[src/rtl/pt_walker_pkg.sv]
package pt_walker_pkg;

  localparam int unsigned WORD_W    = 32;
  localparam int unsigned LEVEL_W   = 2;
  localparam int unsigned TBL_SHIFT = 4;
  localparam int unsigned IDX_SCALE = 2;

  // virtual address slice per table depth (1..3)
  localparam int unsigned L1_HI = 31;
  localparam int unsigned L1_LO = 24;
  localparam int unsigned L2_HI = 23;
  localparam int unsigned L2_LO = 18;
  localparam int unsigned L3_HI = 17;
  localparam int unsigned L3_LO = 12;

  localparam logic [1:0] ENT_PTD = 2'd1;
  localparam logic [1:0] ENT_PTE = 2'd2;
  localparam logic [2:0] FT_TRANSLATION = 3'd4;

  typedef enum logic [2:0] {
    ST_IDLE,
    ST_CTX,
    ST_L1,
    ST_L2,
    ST_L3,
    ST_DONE
  } walkState_t;

  typedef struct packed {
    logic               loadStart;
    logic               advance;
    logic               endPte;
    logic               endFault;
    logic [LEVEL_W-1:0] level;
  } dpCtrl_t;

endpackage

[src/rtl/pt_walker_ctrl.sv]
module pt_walker_ctrl
  import pt_walker_pkg::*;
(
  input  logic       clk,
  input  logic       rstN,
  input  logic       startValid,
  output logic       startReady,
  output logic       memReqValid,
  input  logic       memReqReady,
  input  logic       memRspValid,
  input  logic       memRspErr,
  input  logic [1:0] rspType,
  output logic       busy,
  output logic       done,
  output dpCtrl_t    ctl
);

  walkState_t state, stateNext;
  logic pending;
  logic inWalk;
  logic reqFire;
  logic rspFire;
  logic lastLevel;

  always_comb begin
    inWalk      = (state == ST_CTX) || (state == ST_L1) ||
                  (state == ST_L2)  || (state == ST_L3);
    startReady  = (state == ST_IDLE);
    busy        = !startReady;
    done        = (state == ST_DONE);
    memReqValid = inWalk && !pending;
    reqFire     = memReqValid && memReqReady;
    rspFire     = inWalk && pending && memRspValid;
    lastLevel   = (state == ST_L3);
  end

  always_comb begin
    ctl = '0;
    unique case (state)
      ST_L1:   ctl.level = LEVEL_W'(1);
      ST_L2:   ctl.level = LEVEL_W'(2);
      ST_L3:   ctl.level = LEVEL_W'(3);
      default: ctl.level = '0;
    endcase
    ctl.loadStart = startReady && startValid;
    if (rspFire) begin
      if (memRspErr) begin
        ctl.endFault = 1'b1;
      end else if (rspType == ENT_PTE) begin
        ctl.endPte = 1'b1;
      end else if (rspType == ENT_PTD && !lastLevel) begin
        ctl.advance = 1'b1;
      end else begin
        ctl.endFault = 1'b1;
      end
    end
  end

  always_comb begin
    stateNext = state;
    unique case (state)
      ST_IDLE: if (ctl.loadStart) stateNext = ST_CTX;
      ST_DONE: stateNext = ST_IDLE;
      default: begin
        if (ctl.endPte || ctl.endFault) begin
          stateNext = ST_DONE;
        end else if (ctl.advance) begin
          unique case (state)
            ST_CTX:  stateNext = ST_L1;
            ST_L1:   stateNext = ST_L2;
            default: stateNext = ST_L3;
          endcase
        end
      end
    endcase
  end

  always_ff @(posedge clk) begin
    if (!rstN) begin
      state   <= ST_IDLE;
      pending <= 1'b0;
    end else begin
      state <= stateNext;
      if (reqFire) begin
        pending <= 1'b1;
      end else if (rspFire) begin
        pending <= 1'b0;
      end
    end
  end

endmodule

[src/rtl/pt_walker_dp.sv]
module pt_walker_dp
  import pt_walker_pkg::*;
#(
  parameter int unsigned CTX_W = 8
) (
  input  logic                clk,
  input  logic                rstN,
  input  dpCtrl_t             ctl,
  input  logic [WORD_W-1:0]   vaddr,
  input  logic [WORD_W-1:0]   ctxBase,
  input  logic [CTX_W-1:0]    ctxNum,
  input  logic [WORD_W-1:0]   rspData,
  output logic [WORD_W-1:0]   reqAddr,
  output logic                fault,
  output logic [WORD_W-1:0]   resultPte,
  output logic [LEVEL_W-1:0]  resultLevel,
  output logic [WORD_W-1:0]   faultStatus
);

  localparam int unsigned NUM_TBL = 3;

  logic [WORD_W-1:0] vaReg;
  logic [WORD_W-1:0] startAddr;
  logic [WORD_W-1:0] nextBase;
  logic [WORD_W-1:0] nextAddr;
  logic [WORD_W-1:0] idxOffset [NUM_TBL];
  logic [WORD_W-1:0] statusWord;

  // byte offset of the entry within each table below the context table
  always_comb begin
    idxOffset[0] = WORD_W'(vaReg[L1_HI:L1_LO]) << IDX_SCALE;
    idxOffset[1] = WORD_W'(vaReg[L2_HI:L2_LO]) << IDX_SCALE;
    idxOffset[2] = WORD_W'(vaReg[L3_HI:L3_LO]) << IDX_SCALE;
  end

  always_comb begin
    startAddr = (ctxBase << TBL_SHIFT) + (WORD_W'(ctxNum) << IDX_SCALE);
    nextBase  = {rspData[WORD_W-1:2], 2'b00} << TBL_SHIFT;
    nextAddr  = nextBase;
    unique case (ctl.level)
      LEVEL_W'(0): nextAddr = nextBase + idxOffset[0];
      LEVEL_W'(1): nextAddr = nextBase + idxOffset[1];
      LEVEL_W'(2): nextAddr = nextBase + idxOffset[2];
      default:     nextAddr = nextBase;
    endcase
    statusWord = (WORD_W'(ctl.level) << 8) | (WORD_W'(FT_TRANSLATION) << 2);
  end

  always_ff @(posedge clk) begin
    if (!rstN) begin
      vaReg   <= '0;
      reqAddr <= '0;
    end else if (ctl.loadStart) begin
      vaReg   <= vaddr;
      reqAddr <= startAddr;
    end else if (ctl.advance) begin
      reqAddr <= nextAddr;
    end
  end

  always_ff @(posedge clk) begin
    if (!rstN) begin
      fault       <= 1'b0;
      resultPte   <= '0;
      resultLevel <= '0;
      faultStatus <= '0;
    end else if (ctl.endPte) begin
      fault       <= 1'b0;
      resultPte   <= rspData;
      resultLevel <= ctl.level;
      faultStatus <= '0;
    end else if (ctl.endFault) begin
      fault       <= 1'b1;
      resultPte   <= '0;
      resultLevel <= ctl.level;
      faultStatus <= statusWord;
    end
  end

endmodule

[src/rtl/pt_walker.sv]
module pt_walker
  import pt_walker_pkg::*;
#(
  parameter int unsigned CTX_W = 8
) (
  input  logic               clk,
  input  logic               rstN,
  input  logic               startValid,
  output logic               startReady,
  input  logic [31:0]        vaddr,
  input  logic [31:0]        ctxBase,
  input  logic [CTX_W-1:0]   ctxNum,
  output logic               memReqValid,
  input  logic               memReqReady,
  output logic [31:0]        memReqAddr,
  input  logic               memRspValid,
  input  logic [31:0]        memRspData,
  input  logic               memRspErr,
  output logic               busy,
  output logic               done,
  output logic               fault,
  output logic [31:0]        resultPte,
  output logic [1:0]         resultLevel,
  output logic [31:0]        faultStatus
);

  dpCtrl_t ctl;

  pt_walker_ctrl u_ctrl (
    .clk         (clk),
    .rstN        (rstN),
    .startValid  (startValid),
    .startReady  (startReady),
    .memReqValid (memReqValid),
    .memReqReady (memReqReady),
    .memRspValid (memRspValid),
    .memRspErr   (memRspErr),
    .rspType     (memRspData[1:0]),
    .busy        (busy),
    .done        (done),
    .ctl         (ctl)
  );

  pt_walker_dp #(.CTX_W(CTX_W)) u_dp (
    .clk         (clk),
    .rstN        (rstN),
    .ctl         (ctl),
    .vaddr       (vaddr),
    .ctxBase     (ctxBase),
    .ctxNum      (ctxNum),
    .rspData     (memRspData),
    .reqAddr     (memReqAddr),
    .fault       (fault),
    .resultPte   (resultPte),
    .resultLevel (resultLevel),
    .faultStatus (faultStatus)
  );

endmodule

[config.mk]
export PLATFORM = sky130hd
export DESIGN_NAME = pt_walker
export DESIGN_NICKNAME = d
export VERILOG_FILES = /design/src/rtl/pt_walker_pkg.sv /design/src/rtl/pt_walker_ctrl.sv /design/src/rtl/pt_walker_dp.sv /design/src/rtl/pt_walker.sv
export SDC_FILE = /design/constraint.sdc
export NUM_CORES = 1
export LEC_CHECK = 0
export ABC_AREA = 0
export BUFFER_PORTS_ARGS = -buffer_cell sky130_fd_sc_hd__buf_4
export CAP_MARGIN = 5
export CORE_ASPECT_RATIO = 2
export CORE_MARGIN = 1.5
export CORE_UTILIZATION = 53
export DETAILED_ROUTE_END_ITERATION = 10
export PLACE_DENSITY = 0.87
export SYNTH_ARGS = -nofsm -noshare
export SYNTH_HDL_FRONTEND = slang
export SYNTH_SLANG_ARGS = --single-unit
[constraint.sdc]
create_clock -name clk -period 7.6 [get_ports clk]
set_clock_uncertainty 0.2 [all_clocks]
set_input_delay 2.28 -clock clk [delete_from_list [all_inputs] [get_ports clk]]
set_output_delay 2.28 -clock clk [all_outputs]
set_load 0.005 [all_outputs]
**Word level (Yosys, flattened, before mapping)**

Index checks and enable logic that the tools add are counted.

- Bits in registers: 106
- Input port bits: 110
- Output and inout bits: 103
- Word-level logic and storage cells: 67

- $add $sub $neg: 4
- Eq/ne operators: 10
- Mux-type cells: 23
- Bitwise gates (word level): 1
- Reduce and logical (&&, ||, !) cells: 21

Operators by type and width:

| operator | count |
|---|---|
| two-way mux 32 bit | 4 |
| one-hot mux 32 bit (3 select lines) | 1 |
| adder 32 x 10 -> 32 bit | 2 |
| adder 32 x 8 -> 32 bit | 2 |
| two-way mux 3 bit | 4 |
| one-hot mux 3 bit (2 select lines) | 2 |
| two-way mux 1 bit | 8 |
| equality test 3 x 2 -> 1 bit (second input constant) | 2 |
| equality test 3 bit (second input constant) | 2 |
| logical AND 1 bit | 6 |
| two-way mux 2 bit | 3 |
| one-hot mux 2 bit (3 select lines) | 1 |
| nonzero test 2 bit | 3 |
| equality test 2 x 1 -> 1 bit (second input constant) | 2 |
| equality test 2 bit (second input constant) | 2 |
| logical OR 1 bit | 4 |
| nonzero test 4 bit | 1 |
| equality test 3 x 1 -> 1 bit (second input constant) | 1 |
| logical NOT 1 bit | 3 |
| logical NOT 3 bit | 1 |
| logical NOT 2 bit | 1 |
| != test 2 bit (second input constant) | 1 |
| AND reduction 2 bit | 1 |
| OR reduction 2 bit | 1 |
| NOT 1 bit | 1 |

**Depth between registers and ports, before layout**

Gate-level depths: netlist (run 1).

- Depth in word-level cells: 10
- Depth in mapped cells: 17
- Mapped depth without buffers: 15

**Modules after synthesis**

From an unflattened synthesis (run 1), not the netlist that was laid out.

- Cells, all modules: 652
- Area total of the unflattened synthesis: 5489.0 um2

Modules (own cells, without submodules):

| module | instances | cells each | area each (um2) | seq. area each (um2) |
|---|---|---|---|---|
| pt_walker_dp | 1 | 596 | 5072.4 | 1741.7 |
| pt_walker_ctrl | 1 | 56 | 416.6 | 80.1 |

**Worst setup path after synthesis (run 1)**

Ideal clock, no wire load.

- Path type: in2reg
- Start: input port ctxBase[0]
- End: register u_dp.reqAddr[22]
- Library setup time: 0.133 ns
- Arrival: 3.932 ns
- Required time: 7.267 ns
- Path slack: 3.335 ns
- Stages: 10
- Buffers on the path: 1
- Cells stage by stage: ha_1 > inv_1 > fa_1 > nor2b_1 > o211a_1 > o21ai_0 > buf_2 > nor3_1 > xnor2_1 > o221ai_1

- Cells in the longest elaborated chain, start to end: 2

RTL lines:

| item | line | RTL |
|---|---|---|
| start: declaration | pt_walker.sv:11 | `input logic [31:0] ctxBase,` |
| adder 32 x 10 -> 32 bit | pt_walker_dp.sv:37 | `startAddr = (ctxBase << TBL_SHIFT) + (WORD_W'(ctxNum) << IDX_SCALE);` |
| two-way mux 32 bit | pt_walker_dp.sv:53 | `end else if (ctl.loadStart) begin` |
| end signal: assignment | pt_walker_dp.sv:55 | `reqAddr <= startAddr;` |
| end signal: assignment | pt_walker_dp.sv:57 | `reqAddr <= nextAddr;` |
| end: declaration | pt_walker_dp.sv:13 | `output logic [WORD_W-1:0] reqAddr,` |

No other way between the ends.
A chain may end at the register's enable or synchronous reset.

==> impl_metrics.ini, run 1 <==
[drt]
num_vias = 5500
post_drt_wl_per_cell_um = 17.70
vias_per_cell = 5.946
final_antenna_net_count = 0
drt_iter0_drc = 470
drt-total-wl_mm = 16.38
detail_route.first_pass.iterations = 6
drcViolationCount = 0

[layout]
post-route-util = 0.7016
layout.nets = 914
final_cell_mix = 172 x buf_4, 91 x dfxtp_1, 76 x nand2_1, 63 x nor2_1, 42 x a21oi_1
final_common_cell = buf_4
drive_gt1_frac = 0.2522
fin_cells = 925
antennaDiodeCount = 0
area_growth_pct = 29.23
nFillCells = 766

[global_route]
met1_usage = 0.3055
grt_pass1_wl_mm = 24.74
grt_usage = 0.3060
met2_usage = 0.5526
grt_start_max_net_pins = 45
grt_remaining_overflow = 0
grt_pass1_vias = 5255
antenna_found_initial = 0
grt-busiest-layer = met2
grt_use_met3 = 0.05891

[clocking]
cts_resized = 0
numClockSinks = 91
cts_tree = built
h-tree-depth = 3
cts.hold.buffers_added = 0
cts_setup_buffers = 0
clkSlewWorstSetupHoldPaths_ns = 0.07
clock_latency_ns = 0.35
cts-root-buf = clkbuf_16
cts-buffers-inserted = 9
max-clock-path-buffers = 2

[timing]
rsz0062_at_grt = false
fin_crit_sh = 0.6006
worst_pin_slew_ns = 1.151
fin_crit_ns = 4.564
fin_ws_ns = 3.036
final_max_slew_viol_count = 0
hold_viol_final = 0
setup_tns_ns = 0
setup_viol = 0
slew_headroom = 0.2310
fmax_mhz = 219.1

[floorplanning]
row_count = 51
boundaryPins = 213
core_um2 = 9635
die_y_um = 143.5
start_util = 0.5429
die_area_um2 = 10510
die_w_um = 73.25

[logic_synthesis]
synth_seq_cells = 91
yosys_warnings = 0
yosysUniqueCellTypes = 59
ys_seq_area_frac = 0.3482
synth_edf_count = 0
synthesis.area_um2 = 5231
syn_area_per_cell_um2 = 8.110
postSynth.asyncResetShare = 0
synth_flop_cell = dfxtp_1
netlist_instances = 645

[critical_path]
start_kind = register
reg2reg_depth = 14
r2r_end = u_dp.reqAddr[29]
crit_fanout = 13
reg2reg_slack_ns = 3.04
cp-endpoint = u_dp.reqAddr[29]
cp_data_arrival_time_ns = 4.65
r2r-start = u_ctrl.state[0]
path_class = reg -> reg
cp-startpoint = u_ctrl.state[0]
crit_required_ns = 7.69
crit_path_end_kind = register

[placed_design]
gp_congestion = 0.9262
port_buffers = 165
post-dp-hpwl_mm = 12.11
dp_slack_ns = 2.870
dp_cells = 909

[power]
ir_worst_vdd_mv = 0.2207
power_uw = 1308
p_leak_uw = 0.002918
p_per_area_nw_per_um2 = 193.6

[hold_path]
hold_path_class = reg -> reg

[run]
drv_cap = 0

[outcome]
status = finished clean
## worst min-delay path by stage
stage | start | end | slack, ns | depth (start not counted)
floorplan | u_dp.vaReg[30] | u_dp.vaReg[30] | 0.23 | 2
global placement | u_dp.vaReg[30] | u_dp.vaReg[30] | 0.24 | 2
detailed placement | u_dp.vaReg[30] | u_dp.vaReg[30] | 0.24 | 2
CTS | u_dp.vaReg[30] | u_dp.vaReg[30] | 0.25 | 2
global route | u_dp.vaReg[30] | u_dp.vaReg[30] | 0.28 | 2
finish | u_dp.vaReg[30] | u_dp.vaReg[30] | 0.25 | 2
## kinds of logic (layout without fill, tap and decap cells)
group / Yosys count / count (layout) / share of synthesized area
buffers and inverters: 81 / 199 / 0.08634
AND/OR/NAND/NOR: 244 / 244 / 0.2318
AO/OA/AOI/OAI: 167 / 167 / 0.2155
other: 1 / 31 / 0.0007168
XOR/XNOR: 41 / 41 / 0.06864
flip-flops: 91 / 91 / 0.3482
adder cells (fa/ha/maj): 16 / 16 / 0.04114
multiplexers: 4 / 4 / 0.007654
## worst max-delay path, stage by stage, from the launching register on
cell and delay [ns]:
dfxtp_1 0.61, nor2_2 0.16, and2_1 0.21, o21bai_1 0.28, inv_1 0.16, ha_1 0.36
a22oi_1 0.13, o21ai_0 0.35, ha_1 0.25, a211oi_1 0.07, o21bai_1 0.91, nand4_1 0.26
xnor2_1 0.26, a21oi_1 0.11, a21oi_1 0.17
## layout make-up
cell class              instances  area, um^2  share of cell area
flip-flops and latches         91        1822              0.2695
clock buffers                   9       225.2             0.03331
multi-input cells             503        3077              0.4551
inverters                      11       41.29            0.006108
repair buffers                172        1291              0.1910
well taps                     132       165.2             0.02443
clock inverters                 7       138.9             0.02054
## power by group
group	leakage (uW)	internal, uW	switching, uW
registers	0.000743	502	17.6
clock network	0.000180	355	197
logic	0.00199	109	128
## flip-flops by register name, summed over array words and instances, names as in the netlist
register and flops:
u_ctrl.pending 1, u_ctrl.state 3, u_dp.faultStatus 3, u_dp.reqAddr 30
u_dp.resultLevel 2, u_dp.resultPte 32, u_dp.vaReg 20
## routing by layer
metal	vias to the layer above	wire length (um)
met5	-	0
met4	0	948
met3	73	1048
met2	301	8827
met1	2593	5551
li1	2533	-
## per-stage QoR
step	hold slack, ns	area [um^2]
floorplan	0.2317	5344
global placement	0.2407	6396
detailed placement	0.2449	6396
CTS	0.2534	6760
global route	0.2814	6760
finish	0.2517	6760
## cell usage after synthesis, types with 13 or more instances
cell	instances	area (um^2)
o21ai_0	23	115.1
a211oi_1	14	105.1
nor2_1	63	236.5
a22oi_1	37	277.8
nand4_1	14	87.58
clkbuf_1	20	75.07
dfxtp_1	91	1822
nor3_1	13	65.06
buf_2	16	80.08
xnor2_1	29	254.0
nand2_1	76	285.3
buf_4	34	255.2
ha_1	14	175.2
a21oi_1	42	210.2
nand3_1	20	100.1
Note: power is estimated with default switching activity, not from simulation.
==> inputs of run 2 (changes only) <==
Settings changed: ABC_AREA 0 to 1, CORE_UTILIZATION 53 to 51, PLACE_DENSITY 0.87 to 0.82.
Clock period 7.6 ns to 4.55 ns, I/O delays scaled along.
==> run 2 against run 1 <==
  * Area after synthesis grew 13%
  * Via count grew 18%
  * Hold slack lost 0.0036 ns
  * Sequential power grew 67%
  * Non-clock buffer count shrank 2
  * Wire length grew 5.3%
  * Power grew 58%
  * Largest power group is now sequential cells
  * Clock-buffer cell count is the same
  * Sequential share of layout area shrank 2.2 points
  * Register-to-register slack lost 2.3 ns
  * Critical path depth grew 7
==> impl_metrics.ini, run 2 <==
[outcome]
status = finished clean

[drt]
post_drt_wl_per_cell_um = 14.17
drt-total-wl_mm = 17.25
drt_iter0_drc = 382
num_vias = 6478
vias_per_cell = 5.323
detail_route.first_pass.iterations = 5
final_antenna_net_count = 0
drcViolationCount = 0

[critical_path]
reg2reg_slack_ns = 0.75
start_kind = register
slowest_delay_ns = 0.46
worstPathCellList = nor2_4, inv_1, nand2_2, nand2_1, inv_1, ha_1, inv_1, o221ai_1, o21ai_0, inv_1, ha_1, fa_1, a21oi_2, nor2_2, nand2_1, inv_1, or2_2, nand3_1, nand2_1, nor2_1, nor2_1
r2r-start = u_ctrl.state[1]
cp.depth = 21
path_class = reg -> reg
critical_path_buf_inv_count = 5
reg2reg_depth = 21
crit_fanout = 6
cpMostUsedCell = inv_1
cp-endpoint = u_dp.reqAddr[14]
critPathTopFamily = simple AND/OR/NAND/NOR gates
cp_data_arrival_time_ns = 3.84
crit_required_ns = 4.59
crit_path_end_kind = register
r2r_end = u_dp.reqAddr[14]
worst_path_max_delay_cell = dfxtp_1
cp-startpoint = u_ctrl.state[1]

[timing]
hold_viol_final = 0
fin_crit_sh = 0.8360
final_max_slew_viol_count = 0
setup_tns_ns = 0
slew_headroom = 0.5858
setup_viol = 0
worst_pin_slew_ns = 0.6207
rsz0062_at_grt = false
fin_crit_ns = 3.804
fmax_mhz = 262.9

[floorplanning]
die_y_um = 155.4
row_count = 55
die_area_um2 = 12310
die_w_um = 79.22
boundaryPins = 213
start_util = 0.5251
core_um2 = 11290

[logic_synthesis]
synthesis.area_um2 = 5926
yosysUniqueCellTypes = 43
synth_edf_count = 0
syn_area_per_cell_um2 = 6.413
postSynth.asyncResetShare = 0
synth_commonest_cells = 241 x nand2_1, 122 x inv_1, 91 x dfxtp_1
netlist_instances = 924
yosys_warnings = 0
synth_most_common_cell = nand2_1
synth_seq_cells = 91
synthDominantCellAreaShare = 0.3074
ys_seq_area_frac = 0.3074
yosys.area.top_type = dfxtp_1
synth.area.top_cells = dfxtp_1 31%, nand2_1 15%, inv_1 7.7%
synth_flop_cell = dfxtp_1

[layout]
layout.nets = 1196
final_cell_mix = 241 x nand2_1, 170 x buf_4, 122 x inv_1, 91 x dfxtp_1, 87 x a21oi_1
final_common_cell = nand2_1
final_area_um2 = 7372
largest_register_ffs = 32
nFillCells = 1088
multi_input_area_um2 = 3309
ff_latch_area_um2 = 1822
area_growth_pct = 24.41
regMostFlops = u_dp.resultPte
drive_gt1_frac = 0.2019
reg.largest.list = u_dp.resultPte: 32 flops, u_dp.reqAddr: 30 flops, u_dp.vaReg: 20 flops
antennaDiodeCount = 0

[global_route]
grt_pass1_wl_mm = 27.75
grt_use_met3 = 0.04282
met1_usage = 0.3129
antenna_found_initial = 0
grt-busiest-layer = met2
grt_usage = 0.2831
grt_pass1_vias = 6125
grt_remaining_overflow = 0
grt_start_max_net_pins = 42
met2_usage = 0.4933

[clocking]
h-tree-depth = 3
cts.hold.buffers_added = 0
cts-root-buf = clkbuf_16
cts_resized = 0
cts_setup_buffers = 0
clock_latency_ns = 0.35
max-clock-path-buffers = 2
clkSlewWorstSetupHoldPaths_ns = 0.07
cts-buffers-inserted = 9
cts_tree = built
numClockSinks = 91

[run]
drv_cap = 0

[placed_design]
post-dp-hpwl_mm = 13.60
placedInstanceArea_um2 = 7066
gp_congestion = 0.9782
port_buffers = 165

[power]
p_leak_uw = 0.003657
ir_worst_vdd_mv = 0.2725
p_per_area_nw_per_um2 = 279.9

[hold_path]
hold_path_class = reg -> reg
==> run 2: changes by cell type in the layout (fill, tap and decap cells not counted), moves of 26 or more <==
cell	previous run	this run
nand3_1	20	79
nand2_1	76	241
a21oi_1	42	87
a22oi_1	37	4
o21ai_0	23	49
inv_1	10	122
==> run 2: worst min path at each step <==
| stage | start | to | depth (start not counted) | slack (ns) |
|---|---|---|---|---|
| after floorplan | u_dp.vaReg[13] | u_dp.vaReg[13] | 2 | 0.23 |
| after global placement | u_dp.resultPte[0] | u_dp.resultPte[0] | 2 | 0.23 |
| after detailed placement | u_dp.resultPte[0] | u_dp.resultPte[0] | 2 | 0.24 |
| after CTS | u_dp.resultPte[0] | u_dp.resultPte[0] | 2 | 0.25 |
| after global routing | u_dp.resultPte[0] | u_dp.resultPte[0] | 2 | 0.26 |
| final | u_dp.resultPte[0] | u_dp.resultPte[0] | 2 | 0.25 |
==> run 2: worst min-delay path, cell delays in order, from the launching register on <==
cell     delay [ns]
dfxtp_1        0.31
nand2_1        0.06
nor2_1         0.04
==> run 2: cells by family after synthesis <==
group,after synthesis,synth area share
fa+ha+maj,16,0.03632
xor+xnor,11,0.01626
buf+inv,193,0.1531
flops,91,0.3074
other cells,1,0.0006328
simple gates,439,0.3269
compound gates,173,0.1594
==> run 2: where the power goes <==
group / switching, uW / leakage (uW) / total [uW] / internal [uW]
Clock: 357 / 0.000150 / 749 / 392
Sequential: 25.4 / 0.000744 / 866 / 841
Combinational: 261 / 0.00276 / 448 / 187
==> run 2: stage by stage <==
stage	worst slack, ns	std cells	power [uW]	hold slack, ns	utilization
final	0.7461	1217	2064	0.2481	0.6532
after floorplan	1.339	954	1153	0.2294	-
after CTS	0.7663	1217	2070	0.2489	0.6532
after detailed placement	0.8547	1201	1327	0.2354	0.6261
after global placement	0.9209	1201	1320	0.2262	0.6261
after global routing	0.3741	1217	2162	0.2626	0.6532
==> run 2: area by class of cell <==
type / instances / share of cell area
flip-flops and latches: 91 / 0.2471
clock inverters: 7 / 0.01103
repair buffers: 170 / 0.1731
multi-input cells: 670 / 0.4489
clock buffers: 9 / 0.03055
inverters: 128 / 0.06517
well taps: 142 / 0.02410
==> run 2: routing by layer <==
metal / routed length [um] / vias up
li1: - / 3216
met1: 6527 / 2923
met2: 8716 / 276
met3: 999 / 63
met4: 1005 / 0
met5: 0 / -
